`src/rtl/irq_cmd_pkg.sv`:
```
package irq_cmd_pkg;
  typedef enum logic [1:0] {
    SEQ_READY,
    SEQ_BASE,
    SEQ_CASC,
    SEQ_MODE
  } seq_state_e;

  // even-address command select bits
  localparam int unsigned SETUP_BIT  = 4;
  localparam int unsigned CMD3_BIT   = 3;
  // runtime command fields
  localparam int unsigned EOI_BIT    = 5;
  localparam int unsigned SPEC_BIT   = 6;
  localparam int unsigned RDEN_BIT   = 1;
  localparam int unsigned RDSEL_BIT  = 0;
  localparam int unsigned POLL_BIT   = 2;
  // setup word fields
  localparam int unsigned NEED4_BIT  = 0;
  localparam int unsigned SINGLE_BIT = 1;
  localparam int unsigned LEVEL_BIT  = 3;
  localparam int unsigned AUTO_BIT   = 1;
endpackage

```
`src/rtl/irq_first_set.sv`:
```
module irq_first_set #(
  parameter int unsigned N  = 8,
  localparam int unsigned IW = $clog2(N)
) (
  input  logic [N-1:0]  vec_i,
  output logic [N-1:0]  oh_o,
  output logic [IW-1:0] idx_o,
  output logic          any_o
);
  always_comb begin
    oh_o  = '0;
    idx_o = '0;
    for (int i = N - 1; i >= 0; i--) begin
      if (vec_i[i]) begin
        oh_o     = '0;
        oh_o[i]  = 1'b1;
        idx_o    = IW'(i);
      end
    end
  end

  assign any_o = |vec_i;
endmodule

```
`src/rtl/irq_init_seq.sv`:
```
module irq_init_seq
  import irq_cmd_pkg::*;
#(
  parameter int unsigned DW = 8,
  parameter int unsigned LW = 3
) (
  input  logic          clk_i,
  input  logic          rst_ni,
  input  logic          wr_i,
  input  logic          addr_i,
  input  logic [DW-1:0] wdata_i,
  output logic          restart_o,
  output logic          ready_o,
  output logic [DW-1:0] base_o,
  output logic          level_mode_o,
  output logic          auto_eoi_o
);
  seq_state_e state_q;
  logic       single_q, need4_q;

  assign restart_o = wr_i && !addr_i && wdata_i[SETUP_BIT];
  assign ready_o   = (state_q == SEQ_READY);

  always_ff @(posedge clk_i or negedge rst_ni) begin
    if (!rst_ni) begin
      state_q      <= SEQ_READY;
      base_o       <= '0;
      level_mode_o <= 1'b0;
      auto_eoi_o   <= 1'b0;
      single_q     <= 1'b1;
      need4_q      <= 1'b0;
    end else if (restart_o) begin
      state_q      <= SEQ_BASE;
      level_mode_o <= wdata_i[LEVEL_BIT];
      single_q     <= wdata_i[SINGLE_BIT];
      need4_q      <= wdata_i[NEED4_BIT];
      auto_eoi_o   <= 1'b0;
    end else if (wr_i && addr_i) begin
      unique case (state_q)
        SEQ_BASE: begin
          base_o  <= {wdata_i[DW-1:LW], {LW{1'b0}}};
          state_q <= !single_q ? SEQ_CASC : (need4_q ? SEQ_MODE : SEQ_READY);
        end
        SEQ_CASC: state_q <= need4_q ? SEQ_MODE : SEQ_READY;
        SEQ_MODE: begin
          auto_eoi_o <= wdata_i[AUTO_BIT];
          state_q    <= SEQ_READY;
        end
        default: ;
      endcase
    end
  end


  restart_chk: assert property (@(posedge clk_i) disable iff (!rst_ni)
    restart_o |=> !ready_o);
endmodule

```
`src/rtl/irq_cmd_ctrl.sv`:
```
module irq_cmd_ctrl
  import irq_cmd_pkg::*;
#(
  parameter int unsigned N_IRQ = 8,
  localparam int unsigned DW = N_IRQ,
  localparam int unsigned LW = $clog2(N_IRQ)
) (
  input  logic          clk_i,
  input  logic          rst_ni,
  input  logic          wr_i,
  input  logic          rd_i,
  input  logic          addr_i,
  input  logic [DW-1:0] wdata_i,
  output logic [DW-1:0] rdata_o,
  input  logic [DW-1:0] irq_i,
  output logic          int_o,
  input  logic          inta_i,
  output logic [DW-1:0] vector_o
);
  logic          restart, ready, level_mode, auto_eoi;
  logic [DW-1:0] base;
  logic [DW-1:0] imr_q, isr_q, isr_d, edge_q, irq_q, irr;
  logic          rd_isr_q, poll_q;
  logic [DW-1:0] allowed, grant_oh, isr_oh;
  logic [LW-1:0] grant_idx, isr_idx;
  logic          grant_any, isr_any;
  logic          cmd2, cmd3, eoi_ns, eoi_sp, poll_rd, ack_fire;

  irq_init_seq #(.DW(DW), .LW(LW)) u_seq (
    .clk_i, .rst_ni, .wr_i, .addr_i, .wdata_i,
    .restart_o(restart), .ready_o(ready), .base_o(base),
    .level_mode_o(level_mode), .auto_eoi_o(auto_eoi)
  );

  assign irr = level_mode ? irq_i : edge_q;

  // a level may win only if no in-service bit is at or above its priority
  for (genvar g = 0; g < DW; g++) begin : g_allow
    assign allowed[g] = ~|isr_q[g:0];
  end

  irq_first_set #(.N(DW)) u_grant (
    .vec_i(irr & ~imr_q & allowed), .oh_o(grant_oh),
    .idx_o(grant_idx), .any_o(grant_any)
  );

  irq_first_set #(.N(DW)) u_isr (
    .vec_i(isr_q), .oh_o(isr_oh), .idx_o(isr_idx), .any_o(isr_any)
  );

  assign cmd2    = wr_i && !addr_i && ready && !wdata_i[SETUP_BIT] && !wdata_i[CMD3_BIT];
  assign cmd3    = wr_i && !addr_i && ready && !wdata_i[SETUP_BIT] &&  wdata_i[CMD3_BIT];
  assign eoi_ns  = cmd2 && wdata_i[EOI_BIT] && !wdata_i[SPEC_BIT];
  assign eoi_sp  = cmd2 && wdata_i[EOI_BIT] &&  wdata_i[SPEC_BIT];
  assign poll_rd = rd_i && !addr_i && poll_q;
  assign ack_fire = (inta_i || poll_rd) && grant_any && ready;

  assign int_o    = grant_any;
  assign vector_o = {base[DW-1:LW], grant_any ? grant_idx : {LW{1'b1}}};

  always_comb begin
    if (addr_i)      rdata_o = imr_q;
    else if (poll_q) rdata_o = {grant_any, {(DW-1-LW){1'b0}}, grant_any ? grant_idx : {LW{1'b0}}};
    else if (rd_isr_q) rdata_o = isr_q;
    else             rdata_o = irr;
  end

  always_comb begin
    isr_d = isr_q;
    if (eoi_ns && isr_any) isr_d = isr_d & ~isr_oh;
    if (eoi_sp)            isr_d[wdata_i[LW-1:0]] = 1'b0;
    if (ack_fire && !auto_eoi) isr_d = isr_d | grant_oh;
  end

  always_ff @(posedge clk_i or negedge rst_ni) begin
    if (!rst_ni) begin
      imr_q    <= '1;
      isr_q    <= '0;
      edge_q   <= '0;
      irq_q    <= '0;
      rd_isr_q <= 1'b0;
      poll_q   <= 1'b0;
    end else begin
      irq_q <= irq_i;
      if (restart) begin
        imr_q    <= '0;
        isr_q    <= '0;
        edge_q   <= '0;
        rd_isr_q <= 1'b0;
        poll_q   <= 1'b0;
      end else begin
        isr_q  <= isr_d;
        edge_q <= (edge_q | (irq_i & ~irq_q)) & ~((ack_fire && !level_mode) ? grant_oh : '0);
        if (wr_i && addr_i && ready) imr_q <= wdata_i;
        if (cmd3 && wdata_i[RDEN_BIT]) rd_isr_q <= wdata_i[RDSEL_BIT];
        if (cmd3 && wdata_i[POLL_BIT]) poll_q <= 1'b1;
        else if (poll_rd)              poll_q <= 1'b0;
      end
    end
  end


  restart_clear_chk: assert property (@(posedge clk_i) disable iff (!rst_ni)
    restart |=> (isr_q == '0) && (imr_q == '0));

  ack_set_chk: assert property (@(posedge clk_i) disable iff (!rst_ni)
    (inta_i && grant_any && ready && !auto_eoi && !wr_i) |=> ((isr_q & $past(grant_oh)) != '0));

  auto_hold_chk: assert property (@(posedge clk_i) disable iff (!rst_ni)
    (inta_i && auto_eoi && !wr_i) |=> (isr_q == $past(isr_q)));

  isr_gain_chk: assert property (@(posedge clk_i) disable iff (!rst_ni)
    $countones(isr_q & ~$past(isr_q)) <= 1);
endmodule

```
`config.mk`:
```
export PLATFORM = sky130hd
export DESIGN_NAME = irq_cmd_ctrl
export DESIGN_NICKNAME = d
export VERILOG_FILES = /design/src/rtl/irq_cmd_pkg.sv /design/src/rtl/irq_first_set.sv /design/src/rtl/irq_init_seq.sv /design/src/rtl/irq_cmd_ctrl.sv
export SDC_FILE = /design/constraint.sdc
export NUM_CORES = 1
export LEC_CHECK = 0
export BUFFER_PORTS_ARGS = -buffer_cell sky130_fd_sc_hd__buf_2
export CAP_MARGIN = 20
export CORE_UTILIZATION = 45
export CTS_CLUSTER_DIAMETER = 40
export CTS_CLUSTER_SIZE = 25
export DETAILED_ROUTE_END_ITERATION = 7
export GPL_TIMING_DRIVEN = 0
export MAX_ROUTING_LAYER = met4
export PLACE_DENSITY = 0.63
export RECOVER_POWER = 50
export SETUP_SLACK_MARGIN = 0.05
export SLEW_MARGIN = 20
export SYNTH_ARGS = -nofsm -noshare
export SYNTH_HDL_FRONTEND = slang
export SYNTH_HIERARCHICAL = 1
export SYNTH_SLANG_ARGS = --single-unit
```
`constraint.sdc`:
```
create_clock -name clk_i -period 6.4 [get_ports clk_i]
set_input_delay 1.28 -clock clk_i [delete_from_list [all_inputs] [get_ports clk_i]]
set_output_delay 1.28 -clock clk_i [all_outputs]
set_load 0.1 [all_outputs]
```
==> out/summary.log, run 1 <==
INFO  status         run_status=finished, violations left
INFO  status         failed_checks=capacitance limit, slew limit
INFO  hold_path      hp-start=u_seq/base_o[7]
INFO  cts            cts-htree-levels=2
INFO  cts            cts_tree=yes
INFO  detailed_routing route.vias.total=2,294
INFO  hold_path      hold-path-cell-count=1
INFO  placed_design  io_buffers=37
INFO  final_layout   postLayoutCoreUtil=53.4%
INFO  setup_path     critPathLaunchType=flip-flop
INFO  detailed_routing drc=0
INFO  setup_path     crit_path_max_incr_delay=560ps
INFO  setup_path     path_delay_family=simple AND/OR/NAND/NOR gates
INFO  timing         finalWorstPathRequiredPeriod=4770ps
INFO  placed_design  gp_congestion=0.823
INFO  timing         rsz_0062_raised_after_global_routing=no
INFO  setup_path     crit-reg2reg-capture=edge_q[0]
INFO  global_route   global_route.overflow_total=0
INFO  timing         fin_skew=7.22ps
INFO  detailed_routing dr.pass1.iters=5
INFO  cts            worst_case_clock_buffer_depth=2
INFO  setup_path     start_to_end_type_of_the_worst_setup_path=flip-flop to output pin
INFO  final_layout   nets=343
INFO  floorplanning  die_area=6400squm
INFO  power_and_ir_drop power_per_cell_area=556nW/um^2
INFO  cts            worst_skew_pair_latency=300ps
INFO  synth          synth_area=2740squm
INFO  floorplanning  die-height=80.0um
INFO  timing         fin_setup_tns=0ps
INFO  timing         hold_ws=509ps
INFO  setup_path     critical_path.max_fanout=9
INFO  setup_path     cpMaxStageDelayCell=sky130_fd_sc_hd__or4_4
INFO  detailed_routing detail_route.vias_per_cell=5.84
INFO  timing         worstMarginPinSlew=2460ps
INFO  global_route   first_global_vias=2,310
INFO  cts            worst_setup_hold_path_clk_slew=90ps
INFO  final_layout   syn2layout_area_growth=14.9%
INFO  timing         setup_viol=0
INFO  synth          synth-warning-count=6
INFO  setup_path     rrSetupSlack=2910ps
INFO  setup_path     cp_num_buf_inv=1
INFO  timing         count_of_pins_over_their_slew_limit=46
INFO  final_layout   layout_commonest_cell=sky130_fd_sc_hd__dfrtp_1
INFO  final_layout   post_route_cells_drive_above_1_share=24.2%
INFO  synth          syn-instance-count=273
INFO  final_layout   nFillCells=566
INFO  setup_path     worstRegToRegCells=9
INFO  timing         finalCritPeriodShare=74.5%
INFO  setup_path     crit_required=5120ps
INFO  setup_path     cp.arrival=3490ps
INFO  power_and_ir_drop vdd.ir_drop.worst=0.348mV
INFO  global_route   grt_pass1_wl=11.7mm
INFO  timing         max_slew_margin=-64.3%
INFO  global_route   grt_antenna_before_repair=0
INFO  detailed_routing antenna_violating_nets_post_route=0
INFO  hold_path      worstHoldEndpoint=u_seq/base_o[7]
INFO  floorplanning  die_width=80.0um
INFO  cts            post-cts-setup-buffers=0
INFO  timing         timing.final.hold_violations=0
INFO  flow_run       cap_violations=1
INFO  detailed_routing totalWireLength=6.86mm
INFO  floorplanning  floorplan.initialDensity=46.5%
INFO  synth          synth.net_count=299
INFO  global_route   grt_max_degree=46
INFO  cts            total_number_of_clock_tree_sinks=45
INFO  final_layout   antenna_cells_inserted=0
INFO  setup_path     crit_chain=or4_4 -> or2_2 -> nor4_1 -> nor2_2 -> and3_1 -> nand2_1 -> and4b_1 -> a211o_1 -> buf_2
INFO  cts            cts_resized=0
INFO  floorplanning  floorplan.rows=28
INFO  cts            clockRootBuffer=sky130_fd_sc_hd__clkbuf_8
INFO  placed_design  hpwl=5.10mm
INFO  detailed_routing drt-initial-drc-count=184
INFO  synth          avgSynthCellArea=10.0squm
INFO  final_layout   mostFrequentLayoutCells=sky130_fd_sc_hd__dfrtp_1 (36), sky130_fd_sc_hd__buf_2 (30), sky130_fd_sc_hd__nor2b_1 (19), sky130_fd_sc_hd__o21ai_0 (18)
INFO  power_and_ir_drop power.leakage=1.41nW
INFO  global_route   globalRouteTotalUtil=24.5%
INFO  hold_path      hold_class=flip-flop to flip-flop
INFO  setup_path     worstSetupEndpointType=output pin
INFO  timing         fmaxAchievable=0.210GHz
INFO  floorplanning  top_level_ports=39
INFO  floorplanning  floorplan.core_area=5890squm
INFO  cts            cts_hold_buffers=0
INFO  detailed_routing routed_wire_length_per_instance=17.5um
INFO  setup_path     origin_of_the_critical_flop_to_flop_path=isr_q[2]
INFO  cts            cts_made_buffers=5
==> layer usage <==
metal	share of wire (%)	vias to the layer above	GRT usage (%)	wire length (um)
li1	-	1105	-	-
met1	48	1126	33.8	3260
met2	47	57	38.2	3210
met3	4.8	6	4.00	332
met4	0.90	0	5.00	62
met5	0	-	-	0
==> sequential cells by signal, indices dropped and copies added (netlist names), 2 cells and up <==
signal,cells
edge_q,8
irq_q,8
imr_q,8
u_seq/base_o,5
isr_q,8
u_seq/state_q,2
==> stage by stage <==
| step | total power (W) | cell area (sq um) | cells | setup WS (ps) |
|---|---|---|---|---|
| 2_1_floorplan | 0.00131 | 2740 | 273 | 696 |
| 5_1_grt | 0.00186 | 3140 | 393 | 1440 |
| 4_1_cts | 0.00175 | 3150 | 393 | 1660 |
| 3_3_place_gp | 0.00148 | 3020 | 385 | 1810 |
| 6_report | 0.00175 | 3140 | 393 | 1630 |
| 3_5_place_dp | 0.00150 | 3020 | 385 | 1790 |
==> power by group <==
part / switching, W / internal, W
logic: 0.000761 / 0.000275
registers: 0.0000788 / 0.000377
clock network: 0.000100 / 0.000155
total: 0.000940 / 0.000807
==> how the worst max path moves through the flow <==
| stage | slack (ps) | startpoint | cells after the start | endpoint |
|---|---|---|---|---|
| after floorplan | 700 | irq_i[0] | 7 | rdata_o[7] |
| after CTS | 1660 | isr_q[2] | 9 | rdata_o[0] |
| final | 1630 | isr_q[2] | 9 | rdata_o[0] |
| after global routing | 1440 | isr_q[1] | 9 | rdata_o[0] |
| after detailed placement | 1790 | irq_i[0] | 9 | rdata_o[0] |
| after global placement | 1810 | irq_i[0] | 9 | rdata_o[0] |
==> final cells by class <==
| class | instances | area (sq um) | share of cell area (%) |
|---|---|---|---|
| Clock buffer | 5 | 68.8 | 2.19 |
| Timing Repair Buffer | 37 | 174 | 5.53 |
| Tap cell | 75 | 93.8 | 2.99 |
| Clock inverter | 3 | 65.1 | 2.07 |
| Sequential cell | 45 | 1140 | 36.2 |
| Buffer | 12 | 55.1 | 1.75 |
| Multi-Input combinational cell | 206 | 1510 | 48.1 |
| Inverter | 10 | 37.5 | 1.19 |
No activity file was read; power rests on OpenSTA's default activity.
==> inputs of run 2 (changes only) <==
--- a/config.mk
+++ b/config.mk
@@ -5,6 +5,7 @@
 export SDC_FILE = /design/constraint.sdc
 export NUM_CORES = 1
 export LEC_CHECK = 0
+export ABC_AREA = 1
 export BUFFER_PORTS_ARGS = -buffer_cell sky130_fd_sc_hd__buf_2
 export CAP_MARGIN = 20
 export CORE_UTILIZATION = 45
@@ -13,7 +14,7 @@
 export DETAILED_ROUTE_END_ITERATION = 7
 export GPL_TIMING_DRIVEN = 0
 export MAX_ROUTING_LAYER = met4
-export PLACE_DENSITY = 0.63
+export PLACE_DENSITY = 0.65
 export RECOVER_POWER = 50
 export SETUP_SLACK_MARGIN = 0.05
 export SLEW_MARGIN = 20
==> constraint.sdc (replaced) <==
create_clock -name clk_i -period 4.1 [get_ports clk_i]
set_input_delay 0.82 -clock clk_i [delete_from_list [all_inputs] [get_ports clk_i]]
set_output_delay 0.82 -clock clk_i [all_outputs]
set_load 0.1 [all_outputs]
==> out/summary.log, run 2 <==
INFO  power_and_ir_drop power.leakage=1.72nW [+22%]
INFO  global_route   grt_antenna_before_repair=0 [unchanged]
INFO  timing         rsz_0062_raised_after_global_routing=no
INFO  synth          syn-instance-count=415 [+52%]
INFO  detailed_routing routed_wire_length_per_instance=14.5um [-17%]
INFO  final_layout   nets=486 [+42%]
INFO  timing         count_of_pins_over_their_slew_limit=46 [unchanged]
INFO  final_layout   antenna_cells_inserted=0 [unchanged]
INFO  floorplanning  floorplan.initialDensity=47.3% [+0.78 points]
INFO  status         failed_checks=capacitance limit, slew limit
INFO  cts            worst_setup_hold_path_clk_slew=100ps [about the same]
INFO  placed_design  io_buffers=38 [+2.7%]
INFO  timing         finalCritPeriodShare=94.2%
INFO  synth          synth_area=3050squm [+12%]
INFO  setup_path     crit_path_frequent_cell=sky130_fd_sc_hd__nand2_1
INFO  global_route   grtUsageMet2=37.3% [-0.87 points]
INFO  flow_run       cap_violations=1 [unchanged]
INFO  power_and_ir_drop power_per_cell_area=831nW/um^2 [+50%]
INFO  detailed_routing dr.pass1.iters=6 [+1]
INFO  global_route   grt_most_used_layer=met2
INFO  cts            cts-htree-levels=2 [unchanged]
INFO  final_layout   syn2layout_area_growth=14.6%
INFO  final_layout   post_route_cells_drive_above_1_share=25.6% [+1.4 points]
INFO  detailed_routing detail_route.vias_per_cell=5.14 [-12%]
INFO  placed_design  hpwl=5.99mm [+17%]
INFO  setup_path     critPathLaunchType=flip-flop
INFO  setup_path     start_to_end_type_of_the_worst_setup_path=flip-flop to output pin
INFO  floorplanning  die_width=84.4um [+5.5%]
INFO  synth          synth.net_count=441 [+47%]
INFO  placed_design  gp_congestion=0.867 [+5.4%]
INFO  timing         timing.final.hold_violations=0 [unchanged]
INFO  cts            cts_hold_buffers=0 [unchanged]
INFO  floorplanning  top_level_ports=39 [unchanged]
INFO  setup_path     cpMaxStageDelayCell=sky130_fd_sc_hd__dfrtp_1
INFO  timing         fin_skew=18.9ps [+11.6 ps]
INFO  cts            worst_case_clock_buffer_depth=2 [unchanged]
INFO  setup_path     crit_path_max_incr_delay=520ps [-40 ps]
INFO  detailed_routing totalWireLength=7.78mm [+13%]
INFO  global_route   globalRouteTotalUtil=24.4% [-0.15 points]
INFO  setup_path     critical_path.max_fanout=8 [-1]
INFO  setup_path     crit_chain=inv_1 -> nand3_1 -> nor2_1 -> nand2_1 -> nor3_1 -> nor2_2 -> nor3b_2 -> nand2_2 -> nand2_1 -> a31oi_4 -> buf_2
INFO  placed_design  number_of_cells_after_detailed_placement=530 [+38%]
INFO  setup_path     cp.arrival=3040ps [-450 ps]
INFO  final_layout   layout_commonest_cell=sky130_fd_sc_hd__nand2_1
INFO  cts            cts_tree=yes
INFO  timing         setup_viol=0 [unchanged]
INFO  timing         max_slew_margin=-62.0% [+2.2 points]
INFO  cts            cts_made_buffers=5 [unchanged]
INFO  global_route   grt_max_degree=46 [unchanged]
INFO  status         run_status=finished, violations left
INFO  detailed_routing route.vias.total=2,768 [+21%]
INFO  global_route   global_route.usage.met3=6.49% [+2.5 points]
INFO  final_layout   postLayoutCoreUtil=54.2% [+0.78 points]
INFO  global_route   grt_pass1_wl=13.0mm [+11%]
INFO  final_layout   layout.cells.non_filler=538 [+37%]
INFO  setup_path     worstSetupEndpointType=output pin
INFO  setup_path     cp_num_buf_inv=2 [+1]
INFO  setup_path     crit_required=3280ps [-1840 ps]
INFO  final_layout   nFillCells=645 [+14%]
INFO  power_and_ir_drop vdd.ir_drop.worst=0.877mV [+150%]
INFO  timing         fmaxAchievable=0.259GHz
INFO  timing         worstMarginPinSlew=2430ps [-33.7 ps]
INFO  synth          synth-warning-count=6 [unchanged]
INFO  global_route   global_route.overflow_total=0 [unchanged]
INFO  global_route   first_global_vias=2,707 [+17%]
INFO  timing         fin_setup_tns=0ps [unchanged]
INFO  cts            clockRootBuffer=sky130_fd_sc_hd__clkbuf_8
INFO  floorplanning  die_area=7120squm [+11%]
INFO  floorplanning  floorplan.rows=29 [+3.6%]
INFO  detailed_routing drc=0 [unchanged]
INFO  timing         finalWorstPathRequiredPeriod=3860ps
INFO  detailed_routing antenna_violating_nets_post_route=0 [unchanged]
INFO  final_layout   mostFrequentLayoutCells=sky130_fd_sc_hd__nand2_1 (96), sky130_fd_sc_hd__inv_1 (64), sky130_fd_sc_hd__nor2_1 (39), sky130_fd_sc_hd__buf_2 (37), sky130_fd_sc_hd__dfrtp_1 (36)
INFO  hold_path      hold_class=flip-flop to flip-flop
INFO  setup_path     path_delay_family=simple AND/OR/NAND/NOR gates
INFO  cts            worst_skew_pair_latency=310ps [about the same]
INFO  global_route   met1_usage=32.2% [-1.6 points]
INFO  cts            total_number_of_clock_tree_sinks=45 [unchanged]
INFO  synth          avgSynthCellArea=7.36squm [-27%]
INFO  floorplanning  die-height=84.4um [+5.5%]
INFO  detailed_routing drt-initial-drc-count=155 [-16%]
INFO  floorplanning  floorplan.core_area=6460squm [+9.7%]
==> run 2: cell count changes in the layout (fill, tap and decap cells not counted), sizes merged, moves of 19 or more <==
cell   delta
nand3    +21
inv      +62
nor2     +28
nand2    +99
nor2b    -19
==> run 2: cell type report <==
type	instances	area (sq um)	area share (%)
Buffer	11	68.8	1.97
Clock buffer	6	72.6	2.07
Clock inverter	2	35.0	1.00
Inverter	73	292	8.33
Multi-Input combinational cell	286	1610	45.9
Sequential cell	45	1140	32.5
Tap cell	77	96.3	2.75
Timing Repair Buffer	38	191	5.47
==> run 2: power by group <==
| group | switching [W] | internal [W] |
|---|---|---|
| registers | 0.000102 | 0.000586 |
| clock network | 0.000157 | 0.000181 |
| logic | 0.00144 | 0.000438 |
==> run 2: path summary, 6_finish.rpt <==
kind,depth (start not counted),slack [ps],from,to
max,11,240,isr_q[0],rdata_o[7]
min,2,480,u_seq/single_q,u_seq/single_q
max reg2reg,13,1530,isr_q[0],edge_q[5]
min reg2reg,2,480,u_seq/single_q,u_seq/single_q
max in group asynchronous,1,1470,rst_ni,irq_q[1]
min in group asynchronous,1,1250,rst_ni,u_seq/base_o[4]
==> run 2: timing repair <==
item	in CTS	in global routing
setup endpoints to repair	3	3
buffers inserted	0	0
resized for setup	1	6
==> run 2: worst min-delay path, delay by kind of cell, from the launching register on <==
family	cells	cell delay [ps]
flops	1	370
simple gates	2	100
==> run 2: per-stage QoR <==
stage	instance area, sq um	total power (W)	setup WS [ps]	hold WS [ps]
2_1_floorplan	3080	0.00222	73.1	448
4_1_cts	3480	0.00289	122	476
6_report	3500	0.00291	237	478
5_1_grt	3500	0.00310	72.6	482
3_5_place_dp	3370	0.00254	219	461
3_3_place_gp	3370	0.00252	248	450
==> run 2: routing by layer <==
metal,vias up,wire [um]
met5,-,0
met4,0,99
met3,8,550
met2,81,3550
met1,1262,3580
li1,1417,-
==> inputs of run 3 (changes only) <==
==> constraint.sdc (replaced) <==
create_clock -name clk_i -period 4.1 [get_ports clk_i]
set_input_delay 0.82 -clock clk_i [delete_from_list [all_inputs] [get_ports clk_i]]
set_output_delay 0.82 -clock clk_i [all_outputs]
set_load 0.05 [all_outputs]
==> out/summary.log, run 3 (synthesis gave the netlist of run 2 again) <==
INFO  status         run_status=finished, violations left
INFO  status         failed_checks=DRC, capacitance limit, slew limit
INFO  final_layout   multiInputGateArea=1570squm [-2.1%]
INFO  power_and_ir_drop design_internal_power=0.00113W [-6.3%]
INFO  cts            cts-htree-levels=2 [unchanged]
INFO  power_and_ir_drop power_per_cell_area=713nW/um^2 [-14%]
INFO  hold_path      worstHoldEndpoint=u_seq/base_o[4]
INFO  final_layout   final_area=3440squm [-1.8%]
INFO  detailed_routing drc=2 [+2]
INFO  setup_path     origin_of_the_critical_flop_to_flop_path=u_seq/level_mode_o
INFO  power_and_ir_drop comb_power_share=60.8% [-3.9 points]
INFO  timing         count_of_pins_over_their_slew_limit=46 [unchanged]
INFO  flow_run       cap_violations=1 [unchanged]
INFO  setup_path     start_to_end_type_of_the_worst_setup_path=flip-flop to output pin
INFO  final_layout   layout_commonest_cell=sky130_fd_sc_hd__nand2_1
INFO  cts            clockRootBuffer=sky130_fd_sc_hd__clkbuf_8
INFO  timing         layout_setup_ws=351ps [+115 ps]
INFO  cts            worst_case_clock_buffer_depth=2 [unchanged]
INFO  floorplanning  floorplan.initialDensity=47.3% [unchanged]
INFO  cts            cts_hold_buffers=0 [unchanged]
INFO  setup_path     critical_path.max_fanout=10 [+2]
INFO  power_and_ir_drop vdd.ir_drop.worst=0.660mV [-25%]
INFO  placed_design  placedInstanceArea=3340squm [-0.89%]
INFO  detailed_routing routed_wire_length_per_instance=14.3um [-0.76%]
INFO  timing         finalWorstPathRequiredPeriod=3750ps [-115 ps]
INFO  timing         worstMarginPinSlew=2460ps [+24.5 ps]
INFO  global_route   first_global_vias=2,695 [-0.44%]
INFO  timing         fin_skew=17.8ps [-1.08 ps]
INFO  cts            worst_setup_hold_path_clk_slew=90ps [about the same]
INFO  timing         max_slew_margin=-63.7% [-1.6 points]
INFO  final_layout   nFillCells=641 [-0.62%]
INFO  global_route   global_route.overflow_total=0 [unchanged]
INFO  timing         timing.final.hold_violations=0 [unchanged]
INFO  cts            worst_skew_pair_latency=310ps [about the same]
INFO  detailed_routing route.vias.total=2,820 [+1.9%]
INFO  power_and_ir_drop p_sw_share=53.9% [-4.7 points]
INFO  timing         setup_viol=0 [unchanged]
INFO  global_route   grt_antenna_before_repair=0 [unchanged]
INFO  detailed_routing detail_route.vias_per_cell=5.24 [+1.9%]
INFO  global_route   grt_pass1_wl=13.0mm [+0.32%]
INFO  placed_design  io_buffers=38 [unchanged]
INFO  cts            post-cts-setup-buffers=0 [unchanged]
INFO  placed_design  gp_congestion=0.857 [-1.2%]
INFO  timing         rsz_0062_raised_after_global_routing=no
INFO  setup_path     crit-reg2reg-capture=edge_q[2]
INFO  floorplanning  top_level_ports=39 [unchanged]
INFO  setup_path     worstSetupEndpointType=output pin
INFO  global_route   grt_max_degree=46 [unchanged]
INFO  power_and_ir_drop power.clock.fraction=11.1% [-0.5 points]
INFO  timing         fmaxAchievable=0.267GHz [+3.1%]
INFO  power_and_ir_drop sequentialPowerShare=28.1% [+4.4 points]
INFO  cts            total_number_of_clock_tree_sinks=45 [unchanged]
INFO  setup_path     crit_required=3280ps [about the same]
INFO  setup_path     worstRegToRegCells=13 [unchanged]
INFO  cts            cts_tree=yes
INFO  power_and_ir_drop p_sw=0.00132W [-23%]
INFO  detailed_routing drt-initial-drc-count=214 [+38%]
INFO  timing         finalCritPeriodShare=91.4% [-2.8 points]
INFO  floorplanning  die-height=84.4um [unchanged]
INFO  placed_design  post-place-ws=298ps [+78.9 ps]
INFO  power_and_ir_drop power.leakage=1.70nW [-1.0%]
INFO  cts            cts_made_buffers=5 [unchanged]
INFO  setup_path     cp.arrival=2930ps [-110 ps]
INFO  hold_path      hp-start=u_seq/base_o[4]
INFO  floorplanning  floorplan.rows=29 [unchanged]
INFO  final_layout   mostFrequentLayoutCells=sky130_fd_sc_hd__nand2_1 (96), sky130_fd_sc_hd__inv_1 (64), sky130_fd_sc_hd__buf_2 (39), sky130_fd_sc_hd__nor2_1 (39), sky130_fd_sc_hd__dfrtp_1 (36)
INFO  setup_path     critPathLaunchType=flip-flop
INFO  hold_path      hold_class=flip-flop to flip-flop
INFO  placed_design  hpwl=5.98mm [-0.24%]
INFO  detailed_routing totalWireLength=7.72mm [-0.76%]
INFO  final_layout   final-seq-area=1140squm [unchanged]
INFO  hold_path      hold-path-cell-count=2 [unchanged]
INFO  floorplanning  die_width=84.4um [unchanged]
INFO  timing         fin_setup_tns=0ps [unchanged]
INFO  final_layout   syn2layout_area_growth=12.5%
INFO  detailed_routing dr.pass1.iters=7 [+1]
INFO  floorplanning  die_area=7120squm [unchanged]
INFO  final_layout   post_route_cells_drive_above_1_share=24.5% [-1.1 points]
INFO  detailed_routing antenna_violating_nets_post_route=0 [unchanged]
INFO  global_route   globalRouteTotalUtil=24.3% [-0.13 points]
INFO  setup_path     rrSetupSlack=1580ps [+50 ps]
INFO  final_layout   antenna_cells_inserted=0 [unchanged]
INFO  final_layout   nets=486 [unchanged]
INFO  floorplanning  floorplan.core_area=6460squm [unchanged]
## run 3: worst max-delay path: stages, from the launching register on
cell and delay (ps):
sky130_fd_sc_hd__dfrtp_1 360, sky130_fd_sc_hd__buf_2 200, sky130_fd_sc_hd__buf_2 230, sky130_fd_sc_hd__o21ai_0 180, sky130_fd_sc_hd__nor4_1 430, sky130_fd_sc_hd__inv_1 130, sky130_fd_sc_hd__nand2_2 120, sky130_fd_sc_hd__nor2_4 60
sky130_fd_sc_hd__nand2_2 160, sky130_fd_sc_hd__nand2_1 130, sky130_fd_sc_hd__nor3_1 170, sky130_fd_sc_hd__a21oi_1 60, sky130_fd_sc_hd__o21ai_0 100, sky130_fd_sc_hd__buf_2 310
## run 3: stage by stage
stage | utilization [%] | power [W] | hold WS (ps) | std cells
floorplan | - | 0.00183 | 448 | 415
CTS | 53.1 | 0.00244 | 475 | 538
detailed placement | 51.7 | 0.00215 | 454 | 530
finish | 53.2 | 0.00245 | 471 | 538
global placement | 51.7 | 0.00213 | 449 | 530
global route | 53.2 | 0.00264 | 507 | 538
## run 3: how the worst max path moves through the flow
stage / startpoint / endpoint / slack [ps] / cells past startpoint
floorplan: irq_i[5] / rdata_o[7] / 120 / 9
global placement: irq_i[5] / rdata_o[0] / 300 / 13
detailed placement: irq_i[5] / rdata_o[0] / 300 / 13
CTS: isr_q[0] / rdata_o[0] / 210 / 13
global route: isr_q[0] / rdata_o[0] / 70 / 13
finish: u_seq/level_mode_o / rdata_o[0] / 350 / 13
## run 3: what timing repair did
action | 4_1_cts | 5_1_grt
pin swaps | 0 | 0
cloned | 0 | 0
setup endpoints to repair | 1 | 2
resized for setup | 1 | 2
## run 3: layout make-up
cell class / instances / share of cell area, %
Inverter: 73 / 8.49
Timing Repair Buffer: 38 / 5.43
Multi-Input combinational cell: 286 / 45.8
Buffer: 11 / 2.00
Tap cell: 77 / 2.80
Clock inverter: 2 / 0.291
Clock buffer: 6 / 2.11
Sequential cell: 45 / 33.1
## run 3: per-layer routing
metal,vias to the layer above,share of wire (%),track usage [%]
li1,1419,-,-
met1,1324,48,33.5
met2,69,46,37.6
met3,8,4.5,3.54
met4,0,1.0,6.32
met5,-,0,-
## run 3: power by group through the flow
| stage | clock network (W) | logic [W] | registers, W |
|---|---|---|---|
| floorplan | 0 | 0.00108 | 0.000747 |
| global placement | 0 | 0.00144 | 0.000685 |
| detailed placement | 0 | 0.00146 | 0.000689 |
| CTS | 0.000279 | 0.00147 | 0.000684 |
| global route | 0.000298 | 0.00164 | 0.000706 |
| finish | 0.000271 | 0.00149 | 0.000688 |
